### config.mk
export PLATFORM = sky130hd
export DESIGN_NAME = intr_seq_top
export DESIGN_NICKNAME = d
export VERILOG_FILES = /design/src/rtl/intr_seq_pkg.sv /design/src/rtl/intr_seq_ctrl.sv /design/src/rtl/intr_seq_dp.sv /design/src/rtl/intr_seq_top.sv
export SDC_FILE = /design/constraint.sdc
export NUM_CORES = 1
export LEC_CHECK = 0
export BUFFER_PORTS_ARGS = -buffer_cell sky130_fd_sc_hd__buf_2
export CORE_AREA = 5 5 190 192
export CTS_CLUSTER_DIAMETER = 50
export CTS_CLUSTER_SIZE = 14
export DETAILED_ROUTE_END_ITERATION = 6
export DIE_AREA = 0 0 195 197
export PLACE_DENSITY = 0.77
export SLEW_MARGIN = 30
export SYNTH_ARGS = -nofsm -noshare
export SYNTH_HDL_FRONTEND = slang
export SYNTH_SLANG_ARGS = --single-unit
### constraint.sdc
create_clock -name clk -period 4.8 [get_ports clk]
set_input_delay 0.96 -clock clk [delete_from_list [all_inputs] [get_ports clk]]
set_output_delay 0.96 -clock clk [all_outputs]
set_load 0.01 [all_outputs]
### src/rtl/intr_seq_pkg.sv
package intr_seq_pkg;

  localparam int ADDR_W = 32;
  localparam int WORD_W = 32;
  localparam int SEL_W  = 16;
  localparam int VEC_W  = 8;
  localparam int GATE_W = 64;

  typedef enum logic [3:0] {
    S_IDLE, S_GATE, S_TSS, S_LDSS, S_PSS, S_PSP,
    S_PFL, S_PCS, S_PIP, S_LDCS, S_PERR
  } seqState_t;

  typedef enum logic [2:0] {
    P_OSS, P_OSP, P_FLG, P_CS, P_IP, P_ERR
  } pushSel_t;

  typedef struct packed {
    logic     latchStart;
    logic     latchGate;
    logic     latchTss;
    logic     incCount;
    logic     clrCount;
    logic     memTss;
    logic     segCode;
    pushSel_t pushSel;
  } seqStrobe_t;

  function automatic logic carriesErrCode(input logic [VEC_W-1:0] v);
    return (v == VEC_W'(8)) || ((v >= VEC_W'(10)) && (v <= VEC_W'(14))) ||
           (v == VEC_W'(17));
  endfunction

endpackage

### src/rtl/intr_seq_ctrl.sv
module intr_seq_ctrl
  import intr_seq_pkg::*;
(
  input  logic       clk,
  input  logic       rstN,
  input  logic       startValid,
  input  logic       startExc,
  input  logic       atLimit,
  input  logic       gateSwitch,
  input  logic       needErrPush,
  input  logic       curIsExc,
  input  logic       memAck,
  input  logic       memErr,
  input  logic       segAck,
  input  logic       segErr,
  input  logic       pushAck,
  input  logic       pushErr,
  output logic       memReq,
  output logic       segReq,
  output logic       pushReq,
  output logic       busy,
  output seqStrobe_t strobe,
  output logic       doneValid,
  output logic       abortValid,
  output logic       resetValid,
  output logic       spLoad
);

  seqState_t stateQ, stateD;
  logic finishD, abortD, resetD, spLoadD;

  always_comb begin
    stateD         = stateQ;
    strobe         = '0;
    strobe.pushSel = P_FLG;
    finishD        = 1'b0;
    abortD         = 1'b0;
    resetD         = 1'b0;
    spLoadD        = 1'b0;
    unique case (stateQ)
      S_IDLE: begin
        if (startValid) begin
          if (startExc && atLimit) begin
            resetD          = 1'b1;
            strobe.clrCount = 1'b1;
          end else begin
            strobe.latchStart = 1'b1;
            strobe.incCount   = startExc;
            stateD            = S_GATE;
          end
        end
      end
      S_GATE: begin
        if (memErr) abortD = 1'b1;
        else if (memAck) begin
          strobe.latchGate = 1'b1;
          stateD = gateSwitch ? S_TSS : S_PFL;
        end
      end
      S_TSS: begin
        strobe.memTss = 1'b1;
        if (memErr) abortD = 1'b1;
        else if (memAck) begin
          strobe.latchTss = 1'b1;
          stateD = S_LDSS;
        end
      end
      S_LDSS: begin
        if (segErr) abortD = 1'b1;
        else if (segAck) begin
          spLoadD = 1'b1;
          stateD  = S_PSS;
        end
      end
      S_PSS: begin
        strobe.pushSel = P_OSS;
        if (pushErr) abortD = 1'b1;
        else if (pushAck) stateD = S_PSP;
      end
      S_PSP: begin
        strobe.pushSel = P_OSP;
        if (pushErr) abortD = 1'b1;
        else if (pushAck) stateD = S_PFL;
      end
      S_PFL: begin
        strobe.pushSel = P_FLG;
        if (pushErr) abortD = 1'b1;
        else if (pushAck) stateD = S_PCS;
      end
      S_PCS: begin
        strobe.pushSel = P_CS;
        if (pushErr) abortD = 1'b1;
        else if (pushAck) stateD = S_PIP;
      end
      S_PIP: begin
        strobe.pushSel = P_IP;
        if (pushErr) abortD = 1'b1;
        else if (pushAck) stateD = S_LDCS;
      end
      S_LDCS: begin
        strobe.segCode = 1'b1;
        if (segErr) abortD = 1'b1;
        else if (segAck) begin
          if (needErrPush) stateD = S_PERR;
          else finishD = 1'b1;
        end
      end
      S_PERR: begin
        strobe.pushSel = P_ERR;
        if (pushErr) abortD = 1'b1;
        else if (pushAck) finishD = 1'b1;
      end
      default: stateD = S_IDLE;
    endcase
    if (finishD) begin
      stateD          = S_IDLE;
      strobe.clrCount = curIsExc;
    end
    if (abortD) stateD = S_IDLE;
  end

  always_ff @(posedge clk) begin
    if (!rstN) begin
      stateQ     <= S_IDLE;
      doneValid  <= 1'b0;
      abortValid <= 1'b0;
      resetValid <= 1'b0;
      spLoad     <= 1'b0;
    end else begin
      stateQ     <= stateD;
      doneValid  <= finishD;
      abortValid <= abortD;
      resetValid <= resetD;
      spLoad     <= spLoadD;
    end
  end

  assign memReq  = (stateQ == S_GATE) || (stateQ == S_TSS);
  assign segReq  = (stateQ == S_LDSS) || (stateQ == S_LDCS);
  assign pushReq = (stateQ == S_PSS) || (stateQ == S_PSP) || (stateQ == S_PFL) ||
                   (stateQ == S_PCS) || (stateQ == S_PIP) || (stateQ == S_PERR);
  assign busy    = (stateQ != S_IDLE);

endmodule

### src/rtl/intr_seq_dp.sv
module intr_seq_dp
  import intr_seq_pkg::*;
#(
  parameter int DF_VECTOR   = 8,
  parameter int FAULT_LIMIT = 3,
  localparam int CNT_W      = $clog2(FAULT_LIMIT + 1)
) (
  input  logic              clk,
  input  logic              rstN,
  input  seqStrobe_t        strobe,
  input  logic [VEC_W-1:0]  startVector,
  input  logic              startExc,
  input  logic [WORD_W-1:0] errCode,
  input  logic              protMode,
  input  logic [1:0]        curPriv,
  input  logic              code32,
  input  logic [ADDR_W-1:0] tableBase,
  input  logic [ADDR_W-1:0] tssBase,
  input  logic [WORD_W-1:0] flagsIn,
  input  logic [SEL_W-1:0]  csSelIn,
  input  logic [WORD_W-1:0] ipIn,
  input  logic [WORD_W-1:0] savedIpIn,
  input  logic [SEL_W-1:0]  ssSelIn,
  input  logic [WORD_W-1:0] spIn,
  input  logic [GATE_W-1:0] memData,
  output logic              atLimit,
  output logic              gateSwitch,
  output logic              needErrPush,
  output logic              curIsExc,
  output logic [ADDR_W-1:0] memAddr,
  output logic              memWide,
  output logic              segIsCode,
  output logic [SEL_W-1:0]  segSel,
  output logic [WORD_W-1:0] pushData,
  output logic              pushWide,
  output logic [WORD_W-1:0] newIp,
  output logic              clearIf,
  output logic [WORD_W-1:0] spValue
);

  logic [CNT_W-1:0]  faultCnt;
  logic [VEC_W-1:0]  vecR;
  logic              excR, protR, code32R, gate32R, intGateR;
  logic [1:0]        privR;
  logic [ADDR_W-1:0] tblR, tssR;
  logic [WORD_W-1:0] flagsR, retIpR, errR, oldSpR, offR, newSpR;
  logic [SEL_W-1:0]  csR, oldSsR, gateSelR, newSsR;

  always_ff @(posedge clk) begin
    if (!rstN) faultCnt <= '0;
    else if (strobe.clrCount) faultCnt <= '0;
    else if (strobe.incCount) faultCnt <= faultCnt + CNT_W'(1);
  end

  assign atLimit = (faultCnt == CNT_W'(FAULT_LIMIT - 1));

  always_ff @(posedge clk) begin
    if (!rstN) begin
      vecR <= '0; excR <= 1'b0; protR <= 1'b0; code32R <= 1'b0; privR <= '0;
      tblR <= '0; tssR <= '0; flagsR <= '0; retIpR <= '0; errR <= '0;
      csR <= '0; oldSsR <= '0; oldSpR <= '0;
    end else if (strobe.latchStart) begin
      vecR    <= (startExc && (faultCnt != '0)) ? VEC_W'(DF_VECTOR) : startVector;
      excR    <= startExc;
      protR   <= protMode;
      code32R <= code32;
      privR   <= curPriv;
      tblR    <= tableBase;
      tssR    <= tssBase;
      flagsR  <= flagsIn;
      retIpR  <= startExc ? savedIpIn : ipIn;
      errR    <= errCode;
      csR     <= csSelIn;
      oldSsR  <= ssSelIn;
      oldSpR  <= spIn;
    end
  end

  always_ff @(posedge clk) begin
    if (!rstN) begin
      offR <= '0; gateSelR <= '0; gate32R <= 1'b0; intGateR <= 1'b0;
    end else if (strobe.latchGate) begin
      gateSelR <= memData[31:16];
      if (protR) begin
        offR     <= {memData[63:48], memData[15:0]};
        gate32R  <= memData[43];
        intGateR <= ~memData[40];
      end else begin
        offR     <= {16'h0000, memData[15:0]};
        gate32R  <= 1'b0;
        intGateR <= 1'b1;
      end
    end
  end

  always_ff @(posedge clk) begin
    if (!rstN) begin
      newSpR <= '0; newSsR <= '0;
    end else if (strobe.latchTss) begin
      newSpR <= memData[31:0];
      newSsR <= memData[47:32];
    end
  end

  assign gateSwitch  = protR && (privR > memData[17:16]);
  assign needErrPush = protR && excR && carriesErrCode(vecR);
  assign curIsExc    = excR;

  assign memAddr = strobe.memTss ? (tssR + ADDR_W'(4) + ADDR_W'({gateSelR[1:0], 3'b000}))
                 : protR         ? (tblR + (ADDR_W'(vecR) << 3))
                                 : (tblR + (ADDR_W'(vecR) << 2));
  assign memWide = strobe.memTss || protR;

  assign segIsCode = strobe.segCode;
  assign segSel    = strobe.segCode ? gateSelR : newSsR;

  always_comb begin
    unique case (strobe.pushSel)
      P_OSS:   pushData = WORD_W'(oldSsR);
      P_OSP:   pushData = oldSpR;
      P_FLG:   pushData = flagsR;
      P_CS:    pushData = WORD_W'(csR);
      P_IP:    pushData = retIpR;
      P_ERR:   pushData = errR;
      default: pushData = '0;
    endcase
  end

  assign pushWide = (strobe.pushSel == P_ERR) ? code32R : (protR && gate32R);
  assign newIp    = gate32R ? offR : {retIpR[31:16], offR[15:0]};
  assign clearIf  = intGateR;
  assign spValue  = newSpR;

endmodule

### src/rtl/intr_seq_top.sv
module intr_seq_top
  import intr_seq_pkg::*;
#(
  parameter int DF_VECTOR   = 8,
  parameter int FAULT_LIMIT = 3
) (
  input  logic        clk,
  input  logic        rstN,
  input  logic        startValid,
  input  logic [7:0]  startVector,
  input  logic        startExc,
  input  logic [31:0] errCode,
  input  logic        protMode,
  input  logic [1:0]  curPriv,
  input  logic        code32,
  input  logic [31:0] tableBase,
  input  logic [31:0] tssBase,
  input  logic [31:0] flagsIn,
  input  logic [15:0] csSelIn,
  input  logic [31:0] ipIn,
  input  logic [31:0] savedIpIn,
  input  logic [15:0] ssSelIn,
  input  logic [31:0] spIn,
  output logic        memReq,
  output logic [31:0] memAddr,
  output logic        memWide,
  input  logic        memAck,
  input  logic        memErr,
  input  logic [63:0] memData,
  output logic        segReq,
  output logic        segIsCode,
  output logic [15:0] segSel,
  input  logic        segAck,
  input  logic        segErr,
  output logic        pushReq,
  output logic [31:0] pushData,
  output logic        pushWide,
  input  logic        pushAck,
  input  logic        pushErr,
  output logic        busy,
  output logic        doneValid,
  output logic        abortValid,
  output logic        resetValid,
  output logic [31:0] newIp,
  output logic        clearIf,
  output logic        spLoad,
  output logic [31:0] spValue
);

  seqStrobe_t strobe;
  logic atLimit, gateSwitch, needErrPush, curIsExc;

  intr_seq_ctrl ctrl_i (
    .clk(clk), .rstN(rstN), .startValid(startValid), .startExc(startExc),
    .atLimit(atLimit), .gateSwitch(gateSwitch), .needErrPush(needErrPush),
    .curIsExc(curIsExc), .memAck(memAck), .memErr(memErr), .segAck(segAck),
    .segErr(segErr), .pushAck(pushAck), .pushErr(pushErr), .memReq(memReq),
    .segReq(segReq), .pushReq(pushReq), .busy(busy), .strobe(strobe),
    .doneValid(doneValid), .abortValid(abortValid), .resetValid(resetValid),
    .spLoad(spLoad)
  );

  intr_seq_dp #(.DF_VECTOR(DF_VECTOR), .FAULT_LIMIT(FAULT_LIMIT)) dp_i (
    .clk(clk), .rstN(rstN), .strobe(strobe), .startVector(startVector),
    .startExc(startExc), .errCode(errCode), .protMode(protMode),
    .curPriv(curPriv), .code32(code32), .tableBase(tableBase),
    .tssBase(tssBase), .flagsIn(flagsIn), .csSelIn(csSelIn), .ipIn(ipIn),
    .savedIpIn(savedIpIn), .ssSelIn(ssSelIn), .spIn(spIn), .memData(memData),
    .atLimit(atLimit), .gateSwitch(gateSwitch), .needErrPush(needErrPush),
    .curIsExc(curIsExc), .memAddr(memAddr), .memWide(memWide),
    .segIsCode(segIsCode), .segSel(segSel), .pushData(pushData),
    .pushWide(pushWide), .newIp(newIp), .clearIf(clearIf), .spValue(spValue)
  );

endmodule

==> results.py <==
metrics = {
    "status": {
        "run_status": "complete, but fails checks",
        "violations": "DRC",
    },
    "detailed_routing": {
        "wirelength_um": 55400,
        "wl_per_cell_um": 18.7,
        "drt_iter0_markers": 1157,
        "vias_per_cell": 5.57,
        "vias": 16500,
        "antenna_left": 0,
        "route.detailed.drc": 3,
        "drtPass1Iterations": 7,
    },
    "clock_tree": {
        "cts_hold_buffers": 0,
        "cts_tree": "done",
        "cts.repair.resized": 0,
        "path_clk_slew_ps": 60,
        "cts_setup_buffers": 0,
        "clk_path_buf_depth": 3,
        "clk_latency_ps": 530,
        "numCtsBuffers": 41,
        "cts_root_buf": "clkbuf_16",
        "clock-sinks": 345,
        "htreeDepth": 2,
    },
    "synthesis": {
        "syn-instance-count": 2078,
        "postSynthAreaPerCell_um2": 8.17,
        "yosys_warnings": 0,
        "synth_seq_area_share": 0.407,
        "synth_edf_count": 0,
        "yosys_register_bits": 345,
        "async_flop_share": 0,
        "synth_cell_types": 76,
        "syn_nets": 2445,
        "synth-main-ff-cell": "dfxtp_1",
        "synth_area_mm2": 0.0170,
    },
    "sta": {
        "max_freq_mhz": 227,
        "tns_ps": 0,
        "hold-worst-slack_ps": 454,
        "min_period_ps": 4400,
        "min_period_over_period": 0.917,
        "fin_skew_ps": 13.4,
        "fin_ws_ps": 397,
        "worst_pin_slew_ps": 975,
        "maxSlewHeadroom": 0.350,
        "finalHoldViolations": 0,
        "maxSlewViolCount": 0,
        "grt_setup_unrepaired": "false",
        "setup_violations": 0,
    },
    "critical_path": {
        "slowest_stage": "or4_1",
        "path_delay_family": "compound AO/OA/AOI/OAI gates",
        "path_cells": "ha_1 > inv_1 > fa_1 > nand2b_1 > a21oi_1 > o221ai_2 > a31o_1 > or4_1 > a31oi_1 > buf_2",
        "worstPathArrival_ps": 3440,
        "cp_max_fo": 11,
        "crit_path_max_incr_delay_ps": 500,
        "critPathKind": "reg2out",
        "worstPathBufferInverterCount": 2,
        "cp-end-kind": "output pin",
        "required_ps": 3840,
        "crit_path_start_kind": "flop",
    },
    "floorplan": {
        "pin_count": 498,
        "die-width_um": 195,
        "num_rows": 68,
        "dieArea_mm2": 0.0384,
        "core_mm2": 0.0342,
        "die_y_um": 197,
        "initial_utilization": 0.496,
    },
    "power": {
        "peakVddDrop_uv": 298,
        "leakage_nw": 9.27,
        "p_per_area_mw_per_mm2": 462,
    },
    "final_layout": {
        "nFillCells": 3010,
        "syn_to_final_growth_pct": 23.7,
        "final_nets": 2834,
        "drive_above_1_share": 0.261,
    },
    "flow_run": {
        "maxCapViolations": 0,
    },
    "global_route": {
        "grt_max_degree": 143,
        "first_global_vias": 16300,
        "track_usage": 0.272,
        "grt-ovfl-total": 0,
        "antenna_found_initial": 11,
        "grt_pass1_wl_um": 85900,
    },
    "min_path": {
        "min_path_type": "reg2reg",
    },
    "placed_design": {
        "io_buffers": 497,
        "pre_cts_ws_ps": 977,
        "place_congestion": 0.890,
        "hpwl_um": 40000,
    },
}
## worst register-to-register path, delay by kind of cell, from the launching register on
family,cells,cell delay (ps)
simple gates,3,1660
flops,1,530
buf+inv,1,490
compound gates,1,160
## area by class of cell
type                            count  area [um^2]  area share
Clock buffer                       45         1060      0.0506
Inverter                           31          116     0.00554
Clock inverter                     24          334      0.0159
Antenna cell                       10         25.0     0.00119
Tap cell                          455          569      0.0271
Timing Repair Buffer              519         2710       0.129
Sequential cell                   345         6910       0.329
Multi-Input combinational cell   1529         9260       0.441
## cell families after synthesis
group | count (synthesis) | share of synthesized area
AOI/OAI and AO/OA | 511 | 0.237
DFF | 345 | 0.407
adders and majority gates | 25 | 0.0198
xor gates and xnor gates | 50 | 0.0258
muxes | 72 | 0.0450
and+or+nand+nor | 871 | 0.213
buffers and inverters | 204 | 0.0523
## layout by cell type, fill, tap and decap left out, types with 6 or more instances in the layout
| cell type | n |
|---|---|
| diode_2 | 10 |
| xor2_1 | 21 |
| a21boi_1 | 58 |
| a21oi_1 | 28 |
| nor2b_1 | 12 |
| nor3_1 | 7 |
| a311oi_1 | 10 |
| nand2_1 | 701 |
| a31oi_1 | 12 |
| nand3_1 | 40 |
| o211a_1 | 35 |
| nor2_1 | 33 |
| clkbuf_16 | 42 |
| a21boi_0 | 245 |
| a211oi_1 | 8 |
| and3_1 | 11 |
| nand2b_1 | 10 |
| inv_1 | 31 |
| buf_2 | 496 |
| ha_1 | 22 |
| mux2_2 | 34 |
| xnor2_1 | 29 |
| inv_6 | 6 |
| buf_4 | 18 |
| o21ai_0 | 19 |
| mux2i_1 | 38 |
| dfxtp_1 | 344 |
| nor4_1 | 6 |
| a222oi_1 | 48 |
## cells in the mapped netlist (8+ instances only)
cell type    n  area share
ha_1        22       0.016
clkbuf_1   111       0.025
a21oi_1     29      0.0086
nand2b_1    10      0.0037
nor2b_1     12      0.0044
a311oi_1    10      0.0052
buf_4       17      0.0075
dfxtp_1    345        0.41
a21boi_0   245        0.11
mux2i_1     38       0.022
nand3_1     41       0.012
mux2_2      34       0.023
nand2_1    702        0.16
inv_1       31      0.0069
a211oi_1     8      0.0035
xor2_1      21       0.011
o211a_1     35       0.021
nor2_1      35      0.0077
nor3_1      10      0.0029
a222oi_1    48       0.028
and3_1      13      0.0048
o21ai_0     19      0.0056
xnor2_1     29       0.015
buf_2       39       0.012
a21boi_1    58       0.026
a31oi_1     12      0.0044
## final timing paths
check | startpoint | end | slack [ps] | depth (start not counted)
max | dp_i.vecR[0]$_SDFFE_PN0P_ | memAddr[31] | 400 | 10
min | dp_i.flagsR[16]$_SDFFE_PN0P_ | dp_i.flagsR[16]$_SDFFE_PN0P_ | 450 | 2
max reg2reg | ctrl_i.stateQ[3]$_SDFFE_PP0P_ | dp_i.retIpR[17]$_SDFFE_PN0P_ | 1840 | 5
min reg2reg | dp_i.flagsR[16]$_SDFFE_PN0P_ | dp_i.flagsR[16]$_SDFFE_PN0P_ | 450 | 2
## metal layers
metal,part of all wire,wire length (um),global-route usage
met1,0.41,22600,0.342
met2,0.48,26600,0.458
met3,0.074,4080,0.0574
met4,0.039,2140,0.111
met5,0.00042,23,0
## registers in the layout (all words and copies together), names as in the netlist, 32 cells and up
| name | count |
|---|---|
| dp_i.offR | 32 |
| dp_i.tssR | 32 |
| dp_i.spValue | 32 |
| dp_i.errR | 32 |
| dp_i.oldSpR | 32 |
| dp_i.tblR | 32 |
| dp_i.retIpR | 32 |
| dp_i.flagsR | 32 |
## stage by stage
stage	total power [mW]	util	area, um^2	instances
global placement	6.43	0.571	19500	2879
CTS	9.73	0.613	21000	2948
floorplan	5.49	-	17000	2078
finish	9.70	0.614	21000	2958
detailed placement	6.51	0.572	19600	2879
global route	10.2	0.613	21000	2956
## where the power goes
| group | switching (mW) | internal [mW] |
|---|---|---|
| registers | 0.413 | 3.36 |
| logic | 1.69 | 1.03 |
| clock network | 1.30 | 1.91 |
| total | 3.40 | 6.30 |
Power figures use the tool's default switching activity.
